$ cat src/rtl/rdy_flag_pkg.sv
// Shared state encoding for the data-ready flag controller.
// Assumes: the 2-bit encoding is read by software and the bench, so values are fixed.
package rdy_flag_pkg;

    typedef enum logic [1:0] {
        RF_IDLE    = 2'd0,
        RF_VALID   = 2'd1,
        RF_BLANKED = 2'd2,
        RF_CALHOLD = 2'd3
    } rf_state_e;

endpackage

$ cat src/rtl/rdy_upd_window.sv
// Decides whether the update countdown lies inside the pre-update blanking window.
// Assumes: a count of 0 means no update is pending; the window is 1..BLANK_CLKS.
module rdy_upd_window #(
    parameter int CNT_W      = 8,
    parameter int BLANK_CLKS = 3
) (
    input  logic [CNT_W-1:0] upd_cnt_i,
    output logic             in_window_o
);

    localparam int CNT_MAX = (1 << CNT_W) - 1;

    generate
        if (BLANK_CLKS >= CNT_MAX) begin : g_all_nonzero
            // Window covers every representable nonzero count.
            always_comb in_window_o = (upd_cnt_i != '0);
        end else begin : g_bounded
            localparam logic [CNT_W-1:0] LIMIT = CNT_W'(BLANK_CLKS);
            // Window is bounded above by the parameter.
            always_comb in_window_o = (upd_cnt_i != '0) && (upd_cnt_i <= LIMIT);
        end
    endgenerate

endmodule

$ cat src/rtl/rdy_next_state.sv
// Next-state logic for the ready flag: ranks the events and picks the successor state.
// Assumes: strobes are single-cycle pulses; priority is cal_done > mode_wr > new_result
// > blanking window > read_done, and the calibration hold yields only to mode_wr.
module rdy_next_state
    import rdy_flag_pkg::*;
(
    input  rf_state_e state_i,
    input  logic      new_result_i,
    input  logic      read_done_i,
    input  logic      cal_done_i,
    input  logic      mode_wr_i,
    input  logic      in_window_i,
    output rf_state_e state_o
);

    // Successor state from current state and the prioritised events.
    always_comb begin
        state_o = state_i;
        if (cal_done_i) begin
            state_o = RF_CALHOLD;
        end else if (state_i == RF_CALHOLD) begin
            if (mode_wr_i) state_o = RF_IDLE;
        end else if (mode_wr_i) begin
            state_o = RF_IDLE;
        end else if (new_result_i) begin
            state_o = RF_VALID;
        end else if (state_i == RF_VALID) begin
            if (in_window_i)      state_o = RF_BLANKED;
            else if (read_done_i) state_o = RF_IDLE;
        end
    end

endmodule

$ cat src/rtl/rdy_flag_ctrl.sv
// Data-ready flag controller: holds the flag state and drives the active-low
// ready output plus its readback mirror.
// Assumes: one clock domain, synchronous active-low reset, inputs already synchronous.
module rdy_flag_ctrl
    import rdy_flag_pkg::*;
#(
    parameter int CNT_W      = 8,
    parameter int BLANK_CLKS = 3
) (
    input  logic             clk,
    input  logic             rst_n,
    input  logic             new_result_i,
    input  logic             read_done_i,
    input  logic             cal_done_i,
    input  logic             mode_wr_i,
    input  logic [CNT_W-1:0] upd_cnt_i,
    output logic             rdy_n_o,
    output logic             rdy_stat_o,
    output logic [1:0]       state_o
);

    rf_state_e state_q;
    rf_state_e state_d;
    logic      in_window;

    rdy_upd_window #(
        .CNT_W      (CNT_W),
        .BLANK_CLKS (BLANK_CLKS)
    ) i_window (
        .upd_cnt_i   (upd_cnt_i),
        .in_window_o (in_window)
    );

    rdy_next_state i_next (
        .state_i      (state_q),
        .new_result_i (new_result_i),
        .read_done_i  (read_done_i),
        .cal_done_i   (cal_done_i),
        .mode_wr_i    (mode_wr_i),
        .in_window_i  (in_window),
        .state_o      (state_d)
    );

    // State register with synchronous reset to idle.
    always_ff @(posedge clk) begin
        if (!rst_n) state_q <= RF_IDLE;
        else        state_q <= state_d;
    end

    // Output decode: ready only in the valid and calibration-held states.
    always_comb begin
        rdy_stat_o = (state_q == RF_VALID) || (state_q == RF_CALHOLD);
        rdy_n_o    = !rdy_stat_o;
        state_o    = state_q;
    end

    // reset leaves the indicator high.
    assert_reset_high_R1: assert property (@(posedge clk) !rst_n |=> rdy_n_o);

    // a new result outside the hold drives the indicator low.
    assert_new_low_R2: assert property (@(posedge clk) disable iff (!rst_n)
        (new_result_i && !cal_done_i && !mode_wr_i) |=> !rdy_n_o);

    // the blanking window drops an unread result's indicator.
    assert_blank_high_R4: assert property (@(posedge clk) disable iff (!rst_n)
        (state_q == RF_VALID && in_window && !new_result_i && !cal_done_i && !mode_wr_i)
        |=> (rdy_n_o && state_o == 2'd2));

    // calibration completion always lands in the hold with the indicator low.
    assert_cal_hold_R6: assert property (@(posedge clk) disable iff (!rst_n)
        cal_done_i |=> (!rdy_n_o && state_o == 2'd3));

    // the hold persists until a mode write.
    assert_hold_sticky_R7: assert property (@(posedge clk) disable iff (!rst_n)
        (state_q == RF_CALHOLD && !mode_wr_i) |=> (state_q == RF_CALHOLD));

    // a mode write without calibration-done returns to idle.
    assert_mode_idle_R8: assert property (@(posedge clk) disable iff (!rst_n)
        (mode_wr_i && !cal_done_i) |=> (rdy_n_o && state_o == 2'd0));

    // a read while the indicator is high leaves the state alone.
    assert_read_noeffect_R10: assert property (@(posedge clk) disable iff (!rst_n)
        (rdy_n_o && read_done_i && !new_result_i && !cal_done_i && !mode_wr_i)
        |=> $stable(state_q));

endmodule

$ cat config.mk
export PLATFORM = sky130hd
export DESIGN_NAME = rdy_flag_ctrl
export DESIGN_NICKNAME = d
export VERILOG_FILES = /design/src/rtl/rdy_flag_pkg.sv /design/src/rtl/rdy_upd_window.sv /design/src/rtl/rdy_next_state.sv /design/src/rtl/rdy_flag_ctrl.sv
export SDC_FILE = /design/constraint.sdc
export NUM_CORES = 1
export LEC_CHECK = 0
export ABC_AREA = 1
export ABC_CLOCK_PERIOD_IN_PS = 1600
export BUFFER_PORTS_ARGS = -buffer_cell sky130_fd_sc_hd__clkbuf_2
export CAP_MARGIN = 0
export CORE_AREA = 2 2 39 41
export DETAILED_ROUTE_END_ITERATION = 6
export DIE_AREA = 0 0 41 43
export GPL_TIMING_DRIVEN = 0
export SLEW_MARGIN = 20
export SYNTH_ARGS = -nofsm -noshare
export SYNTH_HDL_FRONTEND = slang
export SYNTH_SLANG_ARGS = --single-unit
$ cat constraint.sdc
create_clock -name clk -period 1.6 [get_ports clk]
set_input_delay 0 -clock clk [delete_from_list [all_inputs] [get_ports clk]]
set_output_delay 0 -clock clk [all_outputs]
set_load 0.05 [all_outputs]
# Yosys cells after proc, flatten, opt, wreduce, memory -nomap -nowiden
# Index checks and enable logic that the tools add are counted.
op_classes:
  n_lt_le_gt_ge: 1
  mux: 8
  n_reduce_logical: 7
  eq_ne: 3
op_table:
  columns: ["operator", "n"]
  rows:
  - ["2-to-1 mux 2 bit", 8]
  - ["<= comparator 8 x 2 -> 1 bit (second input constant)", 1]
  - ["nonzero test 8 bit", 1]
  - ["nonzero test 5 bit", 1]
  - ["nonzero test 4 bit", 1]
  - ["inequality test 3 bit (second input constant)", 1]
  - ["AND reduction 3 bit", 1]
  - ["equality test 2 x 1 -> 1 bit (second input constant)", 1]
  - ["equality test 2 bit (second input constant)", 1]
  - ["logical AND 1 bit", 1]
  - ["logical NOT 1 bit", 1]
  - ["logical OR 1 bit", 1]
word_totals:
  register_bits: 2
  out_inout_bits: 4

# Logic depth before layout (Yosys ltp)
# Gate-level depths: netlist of run 1.
logic_depth:
  depth_word: 8
  depth_mapped: 9

# Modules after synthesis
# From an unflattened synthesis of run 1, not the netlist that was laid out.
unflattened:
  cells_unflattened: 33
  area_unflattened_um2: 162.7
by_module_without_submodules:
  columns: ["module", "area_per_inst_um2", "cells_each", "instances"]
  rows:
  - ["rdy_next_state", 63.8, 16, 1]
  - ["rdy_flag_ctrl", 62.6, 8, 1]
  - ["rdy_upd_window", 36.3, 9, 1]

# Least setup slack after synthesis of run 1
# OpenSTA, ideal clock, no wires.
synth_timing:
  path_kind: "register to register"
  startpoint: "register state_q[1] (netlist: state_o[1])"
  endpoint: "register state_q[0] (netlist: state_o[0])"
  slack_ns: 0.313
  n_path_buf: 0
  stages_incl_launch_ff: 10
  arrival_time_ns: 1.175
  synth_period_minus_slack_ns: 1.287
  cell_sequence: "dfxtp_1 -> inv_1 -> nand2_1 -> nand3_1 -> nand2_1 -> inv_1 -> nand2_2 -> nand2_1 -> nand2_1 -> nor2_1"
synth_via:
  elab_chain_cells: 3
synth_rtl:
  columns: ["element", "line", "rtl"]
  rows:
  - ["from (decl)", "rdy_flag_ctrl.sv:22", "rf_state_e state_q;"]
  - ["from (signal assigned)", "rdy_flag_ctrl.sv:47", "else state_q <= state_d;"]
  - ["equality test 2 bit / equality test 2 x 1 -> 1 bit (equally long branches)", "rdy_next_state.sv:21, rdy_next_state.sv:27", null]
  - ["inequality test 3 bit (no source line), or another cell as far along", null, null]
  - ["AND reduction 3 bit (no source line) / 2-to-1 mux 2 bit (equally long branches)", null, null]
# Parallel ways exist; a longest one is shown, timed or not.
# A chain may end at the register's enable or synchronous reset.

# Worst setup path after layout of run 1
layout_timing:
  startpoint: "register state_q[0] (netlist: state_o[0])"
  endpoint: "output port rdy_n_o"
layout_via:
  elab_chain_cells: 3
layout_rtl:
  columns: ["element", "line", "rtl"]
  rows:
  - ["equality test 2 x 1 -> 1 bit / equality test 2 bit (equally long branches)", "rdy_flag_ctrl.sv:52", "rdy_stat_o = (state_q == RF_VALID) || (state_q == RF_CALHOLD);"]
  - ["logical OR 1 bit *", "rdy_flag_ctrl.sv:52", null]
  - ["logical NOT 1 bit *", "rdy_flag_ctrl.sv:53", "rdy_n_o = !rdy_stat_o;"]
  - ["to (decl)", "rdy_flag_ctrl.sv:17", "output logic rdy_n_o,"]
# Every way passes the cells marked *; elsewhere a longest branch is shown, timed or not.

==> results of run 1 <==
-- worst max-delay path, stage by stage, from the launching register on --
cell      delay [ns]
dfxtp_1         0.39
bufinv_8        0.21
clkbuf_2        0.22
-- area by class of cell --
cell class	instances	area, um2
Inverter	11	55.1
Fill cell	166	1020
Timing Repair Buffer	18	95.1
Buffer	1	3.75
Sequential cell	2	40.0
Tap cell	16	20.0
Multi-Input combinational cell	32	130
Clock buffer	3	22.5
-- cell usage after synthesis, drive strengths merged --
library cell,instances,area share
nand2,16,0.27
nor2,11,0.18
inv,8,0.13
nand3,4,0.087
clkinv,2,0.033
dfxtp,2,0.17
and2,1,0.027
bufinv,1,0.077
clkbuf,1,0.016
-- worst max path at each step --
stage	from	endpoint	slack, ns	depth (start not counted)
after detailed placement	state_o[1]$_SDFFE_PN0P_	state_o[0]$_SDFFE_PN0P_	0.61	9
after global routing	state_o[0]$_SDFFE_PN0P_	rdy_n_o	0.49	2
after global placement	state_o[1]$_SDFFE_PN0P_	state_o[1]$_SDFFE_PN0P_	0.61	9
final	state_o[0]$_SDFFE_PN0P_	rdy_n_o	0.55	2
after CTS	state_o[0]$_SDFFE_PN0P_	rdy_n_o	0.53	2
after floorplan	state_o[1]$_SDFFE_PN0P_	state_o[0]$_SDFFE_PN0P_	0.31	9
-- per-layer routing --
layer | part of all wire | wire length [um] | global-route usage
met1 | 0.40 | 209 | 0.0769
met2 | 0.49 | 257 | 0.122
met3 | 0.088 | 46 | 0.0628
met4 | 0.015 | 8 | 0.0600
met5 | 0 | 0 | 0
-- report_power, final --
group | switching, mW | internal [mW]
Clock | 0.0279 | 0.0826
Sequential | 0.00562 | 0.0549
Combinational | 0.0609 | 0.0391
-- per-stage QoR --
stage	hold WS, ns	setup slack (ns)	instances	power [mW]
CTS	0.144	0.534	83	0.280
global route	0.160	0.492	83	0.294
detailed placement	0.235	0.607	79	0.161
global placement	0.235	0.614	79	0.160
floorplan	0.120	0.313	46	0.130
finish	0.143	0.549	83	0.271
-- layout by cell type, fill, tap and decap left out --
master         synthesis  routed
nand2_2                1       1
nor2_1                11      11
clkbuf_4               0       3
clkbuf_1               1       1
dlygate4sd3_1          0       1
and2_1                 1       1
clkbuf_2               0      17
bufinv_8               1       1
inv_1                  8       8
nand3_1                4       4
nand2_1               15      15
dfxtp_1                2       2
clkinv_1               2       2
-- kinds of logic after synthesis --
kind of cell	share of synthesized area
and+or+nand+nor	0.568
buffers and inverters	0.257
DFF	0.175
==> qor.yml, run 1 <==
cts_setup_buffers: 0
drcViolationCount: 0
cts_resized: 0
gr-total-overflow: 0
htree_levels: 1
ys_seq_elements: 2
n_antenna_cell: 0
synth_warnings: 0
gp_congestion: 0.660
period_needed_ns: 1.05
dp_hpwl_um: 458
rsz0062_at_grt: "false"
synth.avg_cell_area_um2: 4.98
drive_gt1_frac: 0.328
design_area_um2: 367
ir_worst_vdd_uv: 278
place_area_um2: 334
syn-num-nets: 60
initial_core_util: 0.165
hold_end: "state_o[1]$_SDFFE_PN0P_"
wl_per_cell_um: 6.28
clk_pin_slew_worst_paths_ns: 0.03
r2r_slack_ns: 0.61
p_per_area_nw_per_um2: 739
ant_nets: 0
ctsHoldBuffers: 1
clock_skew_ns: 0.000820
via_per_inst: 3.77
core_um2: 1380
wl_um: 521
cts-root-buf: "clkbuf_4"
area_delta_synth_final_pct: 60.1
num_rows: 14
dieArea_um2: 1760
yosysSeqAreaShare: 0.175
final_max_slew_viol_count: 0
max_slew_margin: 0.817
max-clock-path-buffers: 2
cts.sinks: 2
track_usage: 0.0843
worst_slew_pin_slew_ns: 0.275
antenna_found_initial: 0
die_w_um: 41
drt_iter0_markers: 6
max_freq_mhz: 952
hold_violations: 0
end_kind: "primary output"
drt_pass1_iterations: 4
path_class: "reg2out"
crit-reg2reg-launch: "state_o[1]$_SDFFE_PN0P_"
p_leak_nw: 0.229
reg2reg_depth: 9
setup_viol: 0
dr_total_vias: 313
grt_max_degree: 7
hp-start: "cal_done_i"
crit_required_ns: 1.60
grt_pass1_vias: 289
worstPathArrival_ns: 1.05
status: "completed"
io_pins: 18
synth_cell_types: 10
min_path_type: "in2reg"
setup_tns_ns: 0
dieHeight_um: 43
final_util: 0.265
grt_first_pass_wirelength_um: 945
clk_latency_ns: 0.22
reg2reg_to: "state_o[0]$_SDFFE_PN0P_"
cp_max_fo: 6
numCtsBuffers: 3
cts_tree: "built"
port_buffers: 17
largest_register_ffs: 2
cp-start-kind: "flip-flop"
final_nets: 83
fin_crit_sh: 0.657
syn_inst: 46
maxCapViolations: 0
holdPathStages: 5
syn_area_um2: 229
(Power assumes the default switching activity.)
==> run 2, diff against run 1 <==
--- a/config.mk
+++ b/config.mk
@@ -5,8 +5,8 @@
 export SDC_FILE = /design/constraint.sdc
 export NUM_CORES = 1
 export LEC_CHECK = 0
-export ABC_AREA = 1
-export ABC_CLOCK_PERIOD_IN_PS = 1600
+export ABC_AREA = 0
+export ABC_CLOCK_PERIOD_IN_PS = 900
 export BUFFER_PORTS_ARGS = -buffer_cell sky130_fd_sc_hd__clkbuf_2
 export CAP_MARGIN = 0
 export CORE_AREA = 2 2 39 41
==> constraint.sdc (replaced) <==
create_clock -name clk -period 0.9 [get_ports clk]
set_input_delay 0 -clock clk [delete_from_list [all_inputs] [get_ports clk]]
set_output_delay 0 -clock clk [all_outputs]
set_load 0.05 [all_outputs]
==> run 2 against run 1 <==
Against the previous run: the flow now finishes with violations (setup timing); clock power rose by 76%; final cell count fell by 31%; global-route usage is 0.62 points lower; clock-buffer cell count unchanged; clock skew rose by 0.0017 ns; sequential share of layout area is 3.2 points higher; via count is 27% lower; core utilization shrank 2.1 points; power grew 67%; synthesized cell count decreased by 57%; critical path type is now reg2reg; highest routed layer is now met3.
==> qor.yml, run 2 <==
status: "complete, but fails checks"  # was completed
violations: "setup timing"
grt_pass1_vias: 225  # was 289
port_buffers: 17  # unchanged
cts-root-buf: "clkbuf_4"  # unchanged
end_kind: "flip-flop"  # was primary output
drt_iter0_markers: 3  # was 6
rsz0062_at_grt: "true"  # was false
yosysSeqAreaShare: 0.260  # was 0.175
cts_tree: "built"  # unchanged
syn_inst: 20  # was 46
ant_nets: 0  # unchanged
maxCapViolations: 0  # unchanged
layout_setup_ws_ns: -0.0466  # was 0.549 ns
max-clock-path-buffers: 2  # unchanged
max_slew_margin: 0.811  # was 0.817
die_w_um: 41  # unchanged
p_leak_nw: 0.155  # was 0.229 nW
clock_skew_ns: 0.00252  # was 0.000820 ns
initial_core_util: 0.111  # was 0.165
antenna_found_initial: 0  # unchanged
synth_warnings: 0  # unchanged
path_class: "reg2reg"  # was reg2out
final_nets: 57  # was 83
via_per_inst: 4.04  # was 3.77
crit_path_max_incr_delay_ns: 0.37  # was 0.39 ns
wl_per_cell_um: 9.16  # was 6.28 um
largest_register_ffs: 2  # unchanged
p_per_area_nw_per_um2: 1340  # was 739 nW/um2
n_antenna_cell: 0  # unchanged
synth-edff-count: 0  # unchanged
cts.sinks: 2  # unchanged
clk_latency_ns: 0.22  # about the same
htree_levels: 1  # unchanged
clk_pin_slew_worst_paths_ns: 0.03  # about the same
worstPathArrival_ns: 1.05  # about the same
gp_congestion: 0.655  # was 0.660
area_delta_synth_final_pct: 120  # was 60.1%
synth_area_leaders: "dfxtp_1 26%, nor4_1 8.1%, nor4_2 8.1%"  # was nand2_1 25%, nor2_1 18%, dfxtp_1 17%
drt_pass1_iterations: 2  # was 4
io_pins: 18  # unchanged
design_power_total_mw: 0.453  # was 0.271 mW
cpMaxStageDelayCell: "dfxtp_4"  # was dfxtp_1
synthTopCellsByCount: "3 x inv_1, 2 x a21oi_1, 2 x dfxtp_1, 2 x nor2_1, 2 x nor4_1"  # was 15 x nand2_1, 11 x nor2_1, 8 x inv_1
yosys.area.top_type: "dfxtp_1"  # was nand2_1
drcViolationCount: 0  # unchanged
synth.most_common_cell: "inv_1"  # was nand2_1
fin_crit_sh: 1.05
grt_max_degree: 6  # was 7
grt_first_pass_wirelength_um: 841  # was 945 um
synth_cell_types: 14  # was 10
yosysTopAreaCellShare: 0.260  # was 0.246
setup_viol: 2  # was 0
dieHeight_um: 43  # unchanged
final_cells: 57  # was 83
ir_worst_vdd_uv: 383  # was 278 uV
final_max_slew_viol_count: 0  # unchanged
ys_seq_elements: 2  # unchanged
syn_area_um2: 154  # was 229 um2
final_cell_mix: "14 x clkbuf_2, 3 x nor4_2, 3 x clkbuf_4"  # was 17 x clkbuf_2, 15 x nand2_1, 11 x nor2_1
dp.cells: 53  # was 79
cts_setup_buffers: 0  # unchanged
syn-num-nets: 34  # was 60
dp_hpwl_um: 408  # was 458 um
worst_slew_pin_slew_ns: 0.282  # was 0.275 ns
gr-total-overflow: 0  # unchanged
wl_um: 522  # was 521 um
path_cells: "clkinvlp_4 -> nor4_2 -> o21ai_1 -> o211a_1"  # was bufinv_8 -> clkbuf_2
track_usage: 0.0781  # was 0.0843
synthFlopType: "dfxtp_1"  # unchanged
synthArstFlopShare: 0  # unchanged
dieArea_um2: 1760  # unchanged
min_path_type: "in2reg"  # unchanged
hold_violations: 0  # unchanged
core_um2: 1380  # unchanged
max_freq_mhz: 1060
dr_total_vias: 230  # was 313
num_rows: 14  # unchanged
period_needed_ns: 0.947
final_common_cell: "clkbuf_2"  # unchanged
numCtsBuffers: 3  # unchanged
synth.avg_cell_area_um2: 7.69  # was 4.98 um2
crit_required_ns: 1.01  # was 1.60 ns
cp_max_fo: 5  # was 6
drive_gt1_frac: 0.707  # was 0.328
cp-start-kind: "flip-flop"  # unchanged
-- run 2: cell types whose count changed after synthesis, moves of 2 or more --
cell,change
nand2_1,-15
nor2_1,-9
nand3_1,-4
clkinv_1,-2
nor4_1,+2
a21oi_1,+2
inv_1,-5
-- run 2: path summary, 6_finish.rpt --
kind,from,end,slack (ns),cells past startpoint
max reg2reg,state_o[0]$_SDFFE_PN0P_,state_o[0]$_SDFFE_PN0P_,-0.05,4
max,state_o[0]$_SDFFE_PN0P_,state_o[0]$_SDFFE_PN0P_,-0.05,4
min reg2reg,state_o[1]$_SDFFE_PN0P_,state_o[0]$_SDFFE_PN0P_,0.65,3
min,cal_done_i,state_o[1]$_SDFFE_PN0P_,0.08,3
-- run 2: logic make-up after synthesis --
kind of cell,Yosys count,share of synthesized area
adders and majority gates,1,0.0650
DFF,2,0.260
buffers and inverters,4,0.0975
and+or+nand+nor,7,0.325
AOI/OAI and AO/OA,6,0.252
-- run 2: per-layer routing --
metal | share of wire | vias up | global-route usage
met1 | 0.41 | 99 | 0.0701
met4 | 0 | 0 | 0.0800
met3 | 0.092 | 0 | 0.0471
met5 | 0 | - | 0
met2 | 0.50 | 14 | 0.109
li1 | - | 117 | -
-- run 2: layout make-up --
class / count / area, um2
Tap cell: 16 / 20.0
Multi-Input combinational cell: 14 / 116
Timing Repair Buffer: 18 / 113
Clock buffer: 3 / 22.5
Sequential cell: 2 / 47.5
Inverter: 3 / 15.0
Fill cell: 165 / 1050
Buffer: 1 / 3.75
-- run 2: what timing repair did --
item,4_1_cts,5_1_grt
pin swaps,2,0
resized for setup,8,1
hold buffers,1,0
endpoints found under the setup margin,4,5
hold endpoints to repair,1,0
-- run 2: power breakdown --
group          internal (mW)  switching, mW
Clock                  0.147         0.0481
Combinational         0.0632         0.0877
Sequential            0.0957         0.0117
Total                  0.306          0.147
-- run 2: critical path, delay by kind of cell, from the launching register on --
| kind | cells | cell delay [ns] |
|---|---|---|
| buffers and inverters | 1 | 0.10 |
| and+or+nand+nor | 1 | 0.15 |
| DFF | 1 | 0.37 |
| AOI/OAI and AO/OA | 2 | 0.21 |
-- run 2: per-stage QoR --
step | setup slack [ns] | instance area (um2) | hold WS, ns | util | setup TNS [ns]
2_1_floorplan | -0.372 | 165 | 0.117 | - | -0.549
6_report | -0.0466 | 338 | 0.0819 | 0.244 | -0.0877
3_5_place_dp | -0.251 | 270 | 0.231 | 0.195 | -0.447
3_3_place_gp | -0.242 | 270 | 0.231 | 0.195 | -0.433
5_1_grt | -0.104 | 338 | 0.0997 | 0.244 | -0.217
4_1_cts | -0.0416 | 338 | 0.0755 | 0.244 | -0.0758
